### src/rtl/mrp_pkg.sv
package mrp_pkg;

    localparam int REG_W = 8;

    typedef enum logic [1:0] {
        PAR_WITH      = 2'b00,
        PAR_FORCE     = 2'b01,
        PAR_NONE      = 2'b10,
        PAR_MULTIDROP = 2'b11
    } parity_mode_e;

    typedef enum logic [1:0] {
        CH_NORMAL      = 2'b00,
        CH_ECHO        = 2'b01,
        CH_LOOP_LOCAL  = 2'b10,
        CH_LOOP_REMOTE = 2'b11
    } chan_mode_e;

    typedef enum logic {
        SEL_FIRST  = 1'b0,
        SEL_SECOND = 1'b1
    } reg_sel_e;

    typedef struct packed {
        logic         rx_rts_ctl;
        logic         rx_irq_full;
        logic         err_block;
        parity_mode_e parity_mode;
        logic         parity_sel;
        logic [3:0]   char_bits;
        chan_mode_e   chan_mode;
    } mode_cfg_t;

endpackage

### src/rtl/mrp_ptr.sv
module mrp_ptr
    import mrp_pkg::*;
(
    input  logic     clk,
    input  logic     rst_n,
    input  logic     access,
    input  logic     ptr_rst,
    output reg_sel_e sel
);

    typedef struct packed {
        reg_sel_e sel;
    } ptr_state_t;

    ptr_state_t state_d, state_q;

    always_comb begin
        state_d = state_q;
        if (ptr_rst) begin
            state_d.sel = SEL_FIRST;
        end else if (access && state_q.sel == SEL_FIRST) begin
            state_d.sel = SEL_SECOND;
        end
    end

    always_ff @(posedge clk or negedge rst_n) begin
        if (!rst_n) begin
            state_q <= '{sel: SEL_FIRST};
        end else begin
            state_q <= state_d;
        end
    end

    assign sel = state_q.sel;

endmodule

### src/rtl/mrp_regs.sv
module mrp_regs #(
    parameter int W = 8,
    parameter int N = 2,
    localparam int SEL_W = (N > 1) ? $clog2(N) : 1
) (
    input  logic             clk,
    input  logic             rst_n,
    input  logic             wr_en,
    input  logic [SEL_W-1:0] wr_sel,
    input  logic [W-1:0]     wr_data,
    output logic [N*W-1:0]   regs_flat
);

    for (genvar i = 0; i < N; i++) begin : g_reg
        logic [W-1:0] val_d, val_q;

        always_comb begin
            val_d = val_q;
            if (wr_en && wr_sel == SEL_W'(i)) begin
                val_d = wr_data;
            end
        end

        always_ff @(posedge clk or negedge rst_n) begin
            if (!rst_n) begin
                val_q <= '0;
            end else begin
                val_q <= val_d;
            end
        end

        assign regs_flat[i*W +: W] = val_q;
    end

endmodule

### src/rtl/mrp_decode.sv
module mrp_decode
    import mrp_pkg::*;
#(
    parameter int W = 8
) (
    input  logic [W-1:0] first_reg,
    input  logic [W-1:0] second_reg,
    output mode_cfg_t    cfg
);

    localparam int LEN_LSB  = 0;
    localparam int PTYP_BIT = 2;
    localparam int PMOD_LSB = 3;
    localparam int ERR_BIT  = 5;
    localparam int IRQ_BIT  = 6;
    localparam int RTS_BIT  = 7;
    localparam int CMOD_LSB = 6;
    localparam logic [3:0] MIN_BITS = 4'd5;

    always_comb begin
        cfg.char_bits   = MIN_BITS + {2'b00, first_reg[LEN_LSB +: 2]};
        cfg.parity_sel  = first_reg[PTYP_BIT];
        cfg.parity_mode = parity_mode_e'(first_reg[PMOD_LSB +: 2]);
        cfg.err_block   = first_reg[ERR_BIT];
        cfg.rx_irq_full = first_reg[IRQ_BIT];
        cfg.rx_rts_ctl  = first_reg[RTS_BIT];
        cfg.chan_mode   = chan_mode_e'(second_reg[CMOD_LSB +: 2]);
    end

endmodule

### src/rtl/mrp_mode_regs.sv
module mrp_mode_regs
    import mrp_pkg::*;
(
    input  logic             clk,
    input  logic             rst_n,
    input  logic             rd_en,
    input  logic             wr_en,
    input  logic [REG_W-1:0] wr_data,
    input  logic             ptr_rst,
    output logic [REG_W-1:0] rd_data,
    output logic [1:0]       parity_mode,
    output logic             parity_sel,
    output logic [3:0]       char_bits,
    output logic             err_block,
    output logic             rx_irq_full,
    output logic             rx_rts_ctl,
    output logic [1:0]       chan_mode
);

    localparam int NREG = 2;

    reg_sel_e         ptr_sel;
    logic             access;
    logic [NREG*REG_W-1:0] regs_flat;
    logic [REG_W-1:0] first_q, second_q;
    mode_cfg_t        cfg;

    assign access = rd_en | wr_en;

    mrp_ptr u_ptr (
        .clk     (clk),
        .rst_n   (rst_n),
        .access  (access),
        .ptr_rst (ptr_rst),
        .sel     (ptr_sel)
    );

    mrp_regs #(.W(REG_W), .N(NREG)) u_regs (
        .clk       (clk),
        .rst_n     (rst_n),
        .wr_en     (wr_en),
        .wr_sel    (ptr_sel == SEL_SECOND),
        .wr_data   (wr_data),
        .regs_flat (regs_flat)
    );

    assign first_q  = regs_flat[0 +: REG_W];
    assign second_q = regs_flat[REG_W +: REG_W];

    mrp_decode #(.W(REG_W)) u_dec (
        .first_reg  (first_q),
        .second_reg (second_q),
        .cfg        (cfg)
    );

    always_comb begin
        rd_data = '0;
        if (rd_en) begin
            rd_data = (ptr_sel == SEL_SECOND) ? second_q : first_q;
        end
    end

    assign parity_mode = cfg.parity_mode;
    assign parity_sel  = cfg.parity_sel;
    assign char_bits   = cfg.char_bits;
    assign err_block   = cfg.err_block;
    assign rx_irq_full = cfg.rx_irq_full;
    assign rx_rts_ctl  = cfg.rx_rts_ctl;
    assign chan_mode   = cfg.chan_mode;

endmodule

### config.mk
export PLATFORM = sky130hd
export DESIGN_NAME = mrp_mode_regs
export DESIGN_NICKNAME = d
export VERILOG_FILES = /design/src/rtl/mrp_pkg.sv /design/src/rtl/mrp_ptr.sv /design/src/rtl/mrp_regs.sv /design/src/rtl/mrp_decode.sv /design/src/rtl/mrp_mode_regs.sv
export SDC_FILE = /design/constraint.sdc
export NUM_CORES = 1
export LEC_CHECK = 0
export BUFFER_PORTS_ARGS = -buffer_cell sky130_fd_sc_hd__clkbuf_2
export CAP_MARGIN = 10
export CORE_MARGIN = 2
export CORE_UTILIZATION = 38
export CTS_CLUSTER_DIAMETER = 100
export DETAILED_ROUTE_END_ITERATION = 16
export GPL_ROUTABILITY_DRIVEN = 1
export PLACE_DENSITY = 0.77
export SYNTH_ARGS = -nofsm -noshare
export SYNTH_HDL_FRONTEND = slang
export SYNTH_SLANG_ARGS = --single-unit
### constraint.sdc
create_clock -name clk -period 1.5 [get_ports clk]
set_clock_uncertainty 0.1 [all_clocks]
set_input_delay 0.3 -clock clk [delete_from_list [all_inputs] [get_ports clk]]
set_output_delay 0.3 -clock clk [all_outputs]
set_load 0.005 [all_outputs]
# ---- After elaboration in Yosys (flattened, before gate mapping)
# Index checks and enable logic that the tools add are counted.
dict set report classes {
  n_addsub 1
  n_reduce_logical 4
  muxes 4
  n_bitwise 2
}
# cell n
set op_table {}
lappend op_table {{$mux W8} 2}
lappend op_table {{$add A3 B2 Y4 const A} 1}
lappend op_table {{$logic_and A1 B1 Y1} 3}
lappend op_table {{$mux W1} 2}
lappend op_table {{$reduce_bool A2 Y1} 1}
lappend op_table {{$not A1 Y1} 1}
lappend op_table {{$or A1 B1 Y1} 1}
dict set report word_totals {
  inputBits 13
  ff_bits 17
}

# ---- Logic depth before layout (Yosys ltp)
# Gate-level depths: netlist of run 1.
dict set report depth {
  word_depth 4
  depth_mapped 3
  depth_no_buf 2
}

# ---- By module
# A second synthesis of run 1 with hierarchy kept.
dict set report unflattened {
  cells_unflattened 67
  area_unflattened_um2 917.1
}
# module seq_area_each_um2 n_inst area_per_inst_um2 cells_each
set modules_own_cells {}
lappend modules_own_cells {mrp_regs 400.4 1 641.9 35}
lappend modules_own_cells {mrp_mode_regs 0.0 1 147.6 18}
lappend modules_own_cells {mrp_decode 0.0 1 92.6 12}
lappend modules_own_cells {mrp_ptr 25.0 1 35.0 2}

# ---- Least setup slack after synthesis of run 1
# Ideal clock, no wire load.
dict set report synth_path {
  path_kind {flip-flop to flip-flop}
  from {register u_ptr.state_q, in the netlist u_ptr.sel}
  to {register u_regs.g_reg[1].val_q[0]}
  required_ns 1.275
  setup_time_ns 0.125
  path_slack_ns 0.265
  t_arrival_ns 1.010
  stages_incl_launch_ff 4
  cell_sequence {dfrtp_1 -> buf_4 -> nand2_2 -> mux2_2}
}
dict set report synth_via {
  elab_chain_cells 1
}
# item line_no
set synth_lines {}
lappend synth_lines {{from (decl)} mrp_ptr.sv:15} ;# ptr_state_t state_d, state_q;
lappend synth_lines {{from (signal assigned)} mrp_ptr.sv:28} ;# state_q <= '{sel: SEL_FIRST};
lappend synth_lines {{from (signal assigned)} mrp_ptr.sv:30} ;# state_q <= state_d;
lappend synth_lines {{$logic_and A1 B1 Y1} mrp_regs.sv:19} ;# if (wr_en && wr_sel == SEL_W'(i)) begin
lappend synth_lines {{to (signal assigned)} mrp_regs.sv:28} ;# val_q <= val_d;
lappend synth_lines {{to (decl)} mrp_regs.sv:15} ;# logic [W-1:0] val_d, val_q;
# Every way passes these cells.
# A chain may end at the register's enable or synchronous reset.

# ---- Final worst setup path of run 1
dict set report layout_path {
  from {register u_ptr.state_q, in the netlist u_ptr.sel}
  to {output port rd_data[3]}
}
dict set report layout_via {
  elab_chain_cells 2
}
# item line_no
set layout_lines {}
lappend layout_lines {{$mux W8} mrp_mode_regs.sv:59} ;# rd_data = (ptr_sel == SEL_SECOND) ? second_q : first_q;
lappend layout_lines {{$mux W8} mrp_mode_regs.sv:58} ;# if (rd_en) begin
lappend layout_lines {{to (decl)} mrp_mode_regs.sv:10} ;# output logic [REG_W-1:0] rd_data,
# Every way passes these cells.

==> metrics.md, run 1 <==
| Metric | Value |
|---|---|
| Root Buffer | clkbuf_4 |
| Yosys cell types | 12 |
| Crit path max-delay family | flip-flops |
| Post-Syn Instances | 62 |
| CP endpoint kind | primary output |
| Clk network pwr share | 21.5% |
| Layout Area Growth over Synthesis | 30.7% |
| Via count | 591 |
| Starting DRT DRC Count | 2 |
| NetSw | 306 uW |
| # setup viols final | 8 |
| Fin nets | 113 |
| Initial core utilization | 40.9% |
| Most frequent cells in the layout | clkbuf_2 (26), dfrtp_1 (17), nor2b_1 (9) |
| Post-DRT Antenna Nets | 0 |
| YS warnings | 0 |
| Reg2Reg Depth | 4 |
| Mapped cell area | 820 um^2 |
| GR Layer Usage met2 | 19.7% |
| CTS max path bufs | 2 |
| Global-route wire length before repair | 2.39 mm |
| Status | complete, but fails checks |
| CP arrival | 1230 ps |
| Fmax | 615 MHz |
| Slew HR | 71.6% |
| Final worst path period need | 1630 ps |
| Met3 usage in global routing | 2.68% |
| Die span in y | 50.4 um |
| Gr busiest metal | met2 |
| RePlAce Congestion | 0.611 |
| Die W | 50.4 um |
| CTS tree | built |
| Leakage | 0.533 nW |
| PortBufs | 32 |
| Flop pwr share | 52.0% |
| Worst hold path startpoint | ptr_rst |
| Period Utilization, post-route | 108% |
| Boundary Pins | 33 |
| Sw Share | 27.3% |
| Max Slew Vio Count | 0 |
| Failing checks | negative setup slack |
| Syn_nets | 76 |
| Largest net degree at the start of global routing | 18 |
| Core Region | 0.00200 mm^2 |
| Pwr Total | 1.12 mW |
| Reg-to-Reg End | u_regs.g_reg[1].val_q[2] |
| Setup ws final | -127 ps |
| Bufs and invs on worst path | 2 |
| Post-synthesis sequential area ratio | 51.9% |
| H-tree levels | 1 |
| Hold Path Class | in -> reg |
| Crit path cell chain | buf_6 > mux2i_1 > nor2b_1 > buf_2 |
| WHS Endpoint | u_ptr.sel |
| Synth Area per Inst | 13.2 um^2 |
| Routed wire length | 1.53 mm |
| CTS buffer count | 3 |
| Die ar. | 0.00254 mm^2 |
| Critical Path Stages | 4 |
| RSZ-0062 raised after global routing | yes |
| Wire per inst | 12.2 um |
| Inserted Diodes | 0 |
| Power Density | 1050 mW/mm^2 |
| CTS clock-pin slew for the worst setup and hold paths | 100 ps |
| Setup crit start kind | register |
| Most common cell after layout, fill and taps aside | clkbuf_2 |
| Layout cells sized above 1 | 52.0% |
| TritonCTS Sinks | 17 |
| # DRC | 0 |
| Cells on Worst Hold Path | 2 |
| Worst R2R Start | u_ptr.sel |
| Number of global-route vias before repair | 543 |
| Vias per cell | 4.73 |
| R2r setup slk | 60 ps |
| Row cnt | 16 |
| Drt first pass iters | 2 |
| Worst slew pin tran | 425 ps |
| WP data required | 1100 ps |
| Global-route usage over all layers | 12.5% |
| Critical path type | reg -> out |
| Remaining global-route overflow | 0 |
| Synth Register Bits | 17 |
| Pint | 815 uW |
| Hpwl dp | 1.11 mm |
| Maxcap violations | 0 |
| Final Hold Viols | 0 |
| Worst Path Max Fanout | 5 |
| Initial antenna violation count | 0 |
| CP max stage delay | 420 ps |
| Logic pwr share | 26.6% |
| Clock latency at the later pin of the worst-skew pair | 280 ps |
| CP max-delay cell | dfrtp_1 |
| GRT met1 Usage | 16.6% |
| Peak VDD IR | 0.722 mV |
| WHS | 67.5 ps |
## sequential cells by signal, indices dropped and copies added, names as in the netlist
name,cells
u_ptr.sel,1
u_regs.g.val_q,16
## synth_stat cells, drive strengths merged
cell type  number  share of area [%]
dfrtp          17                 52
mux2           16                 22
nor2b           9                6.9
mux2i           8                9.8
buf             6                5.2
inv             2               0.92
ha              1                1.5
nand2           1               0.76
nor2            1               0.46
nor3            1               0.61
## power groups by stage
stage	Combinational (mW)	Sequential [mW]	Clock, mW
2_1_floorplan	0.171	0.577	0
3_3_place_gp	0.270	0.583	0
3_5_place_dp	0.275	0.586	0
4_1_cts	0.281	0.578	0.248
5_1_grt	0.332	0.593	0.275
6_report	0.298	0.583	0.241
## how the worst max path moves through the flow
stage	start	endpoint	slack [ps]
floorplan	u_ptr.sel	u_regs.g_reg[1].val_q[0]	260
CTS	u_ptr.sel	rd_data[1]	-130
global placement	u_ptr.sel	rd_data[1]	210
global route	u_ptr.sel	rd_data[0]	-220
finish	u_ptr.sel	rd_data[3]	-130
detailed placement	u_ptr.sel	rd_data[1]	180
## layout make-up
class	count	area, um^2
inverter	2	7.51
fill	192	931
multi-input combinational	37	357
tap	27	33.8
timing repair buffer	38	221
clock buffer	4	26.3
sequential	17	425
## logic make-up (layout without fill, tap and decap cells)
family | Yosys count | count (layout) | synth area share [%]
muxes | 24 | 24 | 31.8
buffers and inverters | 8 | 44 | 6.11
adders and majority gates | 1 | 1 | 1.53
DFF | 17 | 17 | 51.9
and+or+nand+nor | 12 | 12 | 8.70
## worst register-to-register path: stages (launching register included)
cell	delay, ps
dfrtp_1	420
buf_6	150
buf_4	130
nand2_2	180
mux2_2	360
## what timing repair did
| item | 4_1_cts | 5_1_grt |
|---|---|---|
| gates resized for setup | 2 | 9 |
| gates cloned | 0 | 0 |
| buffers inserted | 0 | 1 |
| hold buffers | 1 | 0 |
| hold endpoints to repair | 17 | 0 |
| endpoints found under the setup margin | 9 | 10 |
| pin swaps | 0 | 1 |
## per-layer routing
metal | wire (um) | part of all wire, %
met1 | 699 | 46
met3 | 70 | 4.6
met5 | 0 | 0
met2 | 736 | 48
met4 | 18 | 1.2
## through the flow
stage / cells / cell area [um^2] / setup TNS, ps / worst slack (ps) / util [%]
floorplan: 62 / 820 / 0 / 265 / -
global placement: 119 / 1000 / 0 / 208 / 50.0
detailed placement: 119 / 1000 / 0 / 180 / 50.0
CTS: 124 / 1040 / -965 / -135 / 52.2
global route: 125 / 1070 / -1540 / -218 / 53.5
finish: 125 / 1070 / -808 / -127 / 53.5
Power figures use the tool's default switching activity.
==> run 2, diff against run 1 <==
--- a/config.mk
+++ b/config.mk
@@ -13,6 +13,7 @@
 export DETAILED_ROUTE_END_ITERATION = 16
 export GPL_ROUTABILITY_DRIVEN = 1
 export PLACE_DENSITY = 0.77
+export SKIP_LAST_GASP = 1
 export SYNTH_ARGS = -nofsm -noshare
 export SYNTH_HDL_FRONTEND = slang
 export SYNTH_SLANG_ARGS = --single-unit
==> metrics.md, run 2 (synthesized netlist as in run 1, its figures left out) <==
| Metric | Value |
|---|---|
| Status | complete, but fails checks |
| Failing checks | negative setup slack |
| Period Utilization, post-route | 108% |
| WP data required | 1100 ps |
| Fmax | 615 MHz |
| Most common cell after layout, fill and taps aside | clkbuf_2 |
| Setup crit start kind | register |
| Leakage | 0.529 nW |
| CTS max path bufs | 2 |
| Worst R2R Start | u_ptr.sel |
| Fin nets | 113 |
| Drt first pass iters | 2 |
| Starting DRT DRC Count | 2 |
| Core Region | 0.00200 mm^2 |
| # DRC | 0 |
| Via count | 587 |
| Layout Area Growth over Synthesis | 28.7% |
| Multi-input gate area | 347 um^2 |
| Boundary Pins | 33 |
| Max reg flops | 16 |
| Largest net degree at the start of global routing | 18 |
| Worst hold path startpoint | ptr_rst |
| Post-DRT Antenna Nets | 0 |
| Global-route usage over all layers | 12.5% |
| Layout cells sized above 1 | 52.0% |
| Hpwl dp | 1.11 mm |
| CTS clock-pin slew for the worst setup and hold paths | 100 ps |
| Maxcap violations | 0 |
| Initial antenna violation count | 0 |
| Fin area | 0.00105 mm^2 |
| Seq. cell area | 425 um^2 |
| CP arrival | 1230 ps |
| Number of global-route vias before repair | 543 |
| Root Buffer | clkbuf_4 |
| Routed wire length | 1.49 mm |
| # fillers | 194 |
| CP endpoint kind | primary output |
| Remaining global-route overflow | 0 |
| Vias per cell | 4.70 |
| Most flops, register | u_regs.g.val_q |
| Placed Area | 0.00100 mm^2 |
| Worst Path Max Fanout | 5 |
| CTS buffer count | 3 |
| Final Hold Viols | 0 |
| CTS tree | built |
| Critical path type | reg -> out |
| Worst slew pin tran | 425 ps |
| Final Core Density | 52.7% |
| # setup viols final | 9 |
| Die span in y | 50.4 um |
| Peak VDD IR | 0.722 mV |
| Final worst path period need | 1630 ps |
| Setup ws final | -127 ps |
| Power Density | 1040 mW/mm^2 |
| PortBufs | 32 |
| Max Slew Vio Count | 0 |
| Global-route wire length before repair | 2.39 mm |
| Die ar. | 0.00254 mm^2 |
| Most frequent cells in the layout | clkbuf_2 (27), dfrtp_1 (17), nor2b_1 (9) |
| TritonCTS Sinks | 17 |
| Clock latency at the later pin of the worst-skew pair | 280 ps |
| H-tree levels | 1 |
| Inserted Diodes | 0 |
| Initial core utilization | 40.9% |
| Hold Path Class | in -> reg |
| Row cnt | 16 |
| Worst Setup SP | u_ptr.sel |
| RePlAce Congestion | 0.611 |
| RSZ-0062 raised after global routing | yes |
| Wire per inst | 11.9 um |
| Slew HR | 71.6% |
| Die W | 50.4 um |
-- run 2: cell types whose count changed in the layout (fill, tap and decap cells not counted), sizes merged --
cell,before,now
buf,11,10
clkbuf,30,31
-- run 2: path summary, 6_finish.rpt --
path | to | slack [ps] | depth (start not counted)
max | rd_data[3] | -130 | 4
min | u_ptr.sel | 70 | 2
max reg2reg | u_regs.g_reg[1].val_q[2] | 60 | 4
min reg2reg | u_regs.g_reg[1].val_q[3] | 420 | 1
max in group asynchronous | u_regs.g_reg[0].val_q[1] | 620 | 2
min in group asynchronous | u_regs.g_reg[0].val_q[7] | 380 | 2
-- run 2: where the power goes --
part / switching, mW / internal, mW
logic: 0.115 / 0.165
registers: 0.0475 / 0.531
clock network: 0.138 / 0.103
total: 0.300 / 0.799
-- run 2: repair_timing --
item                                   in CTS  in global routing
setup endpoints to repair                   9                 10
pin swaps                                   0                  1
buffers inserted                            0                  1
gates resized for setup                     2                  7
endpoints found under the hold margin      17                  0
hold buffers                                1                  0
-- run 2: through the flow --
step           std cells  setup slack [ps]  hold WS, ps  setup TNS (ps)  power (mW)
4_1_cts              124              -135         53.4            -965        1.11
3_5_place_dp         119               180          152               0       0.862
6_report             125              -127         67.5            -833        1.10
2_1_floorplan         62               265        -95.6               0       0.747
5_1_grt              125              -218         37.2           -1580        1.18
3_3_place_gp         119               208          146               0       0.852
-- run 2: final cells by class --
type | instances | area share (%)
Clock buffer | 4 | 2.49
Tap cell | 27 | 3.20
Sequential cell | 17 | 40.3
Timing Repair Buffer | 38 | 20.4
Inverter | 2 | 0.712
Multi-Input combinational cell | 37 | 32.9
-- run 2: critical path: stages, from the launching register on --
cell     delay, ps
dfrtp_1        420
buf_6          150
mux2i_1        110
nor2b_1        130
buf_2          130
-- run 2: per-layer routing --
layer | GRT usage, % | vias up | routed length (um)
li1 | - | 282 | -
met1 | 16.6 | 279 | 691
met2 | 19.7 | 22 | 709
met3 | 2.68 | 4 | 71
met4 | 5.41 | 0 | 18
met5 | 0 | - | 0
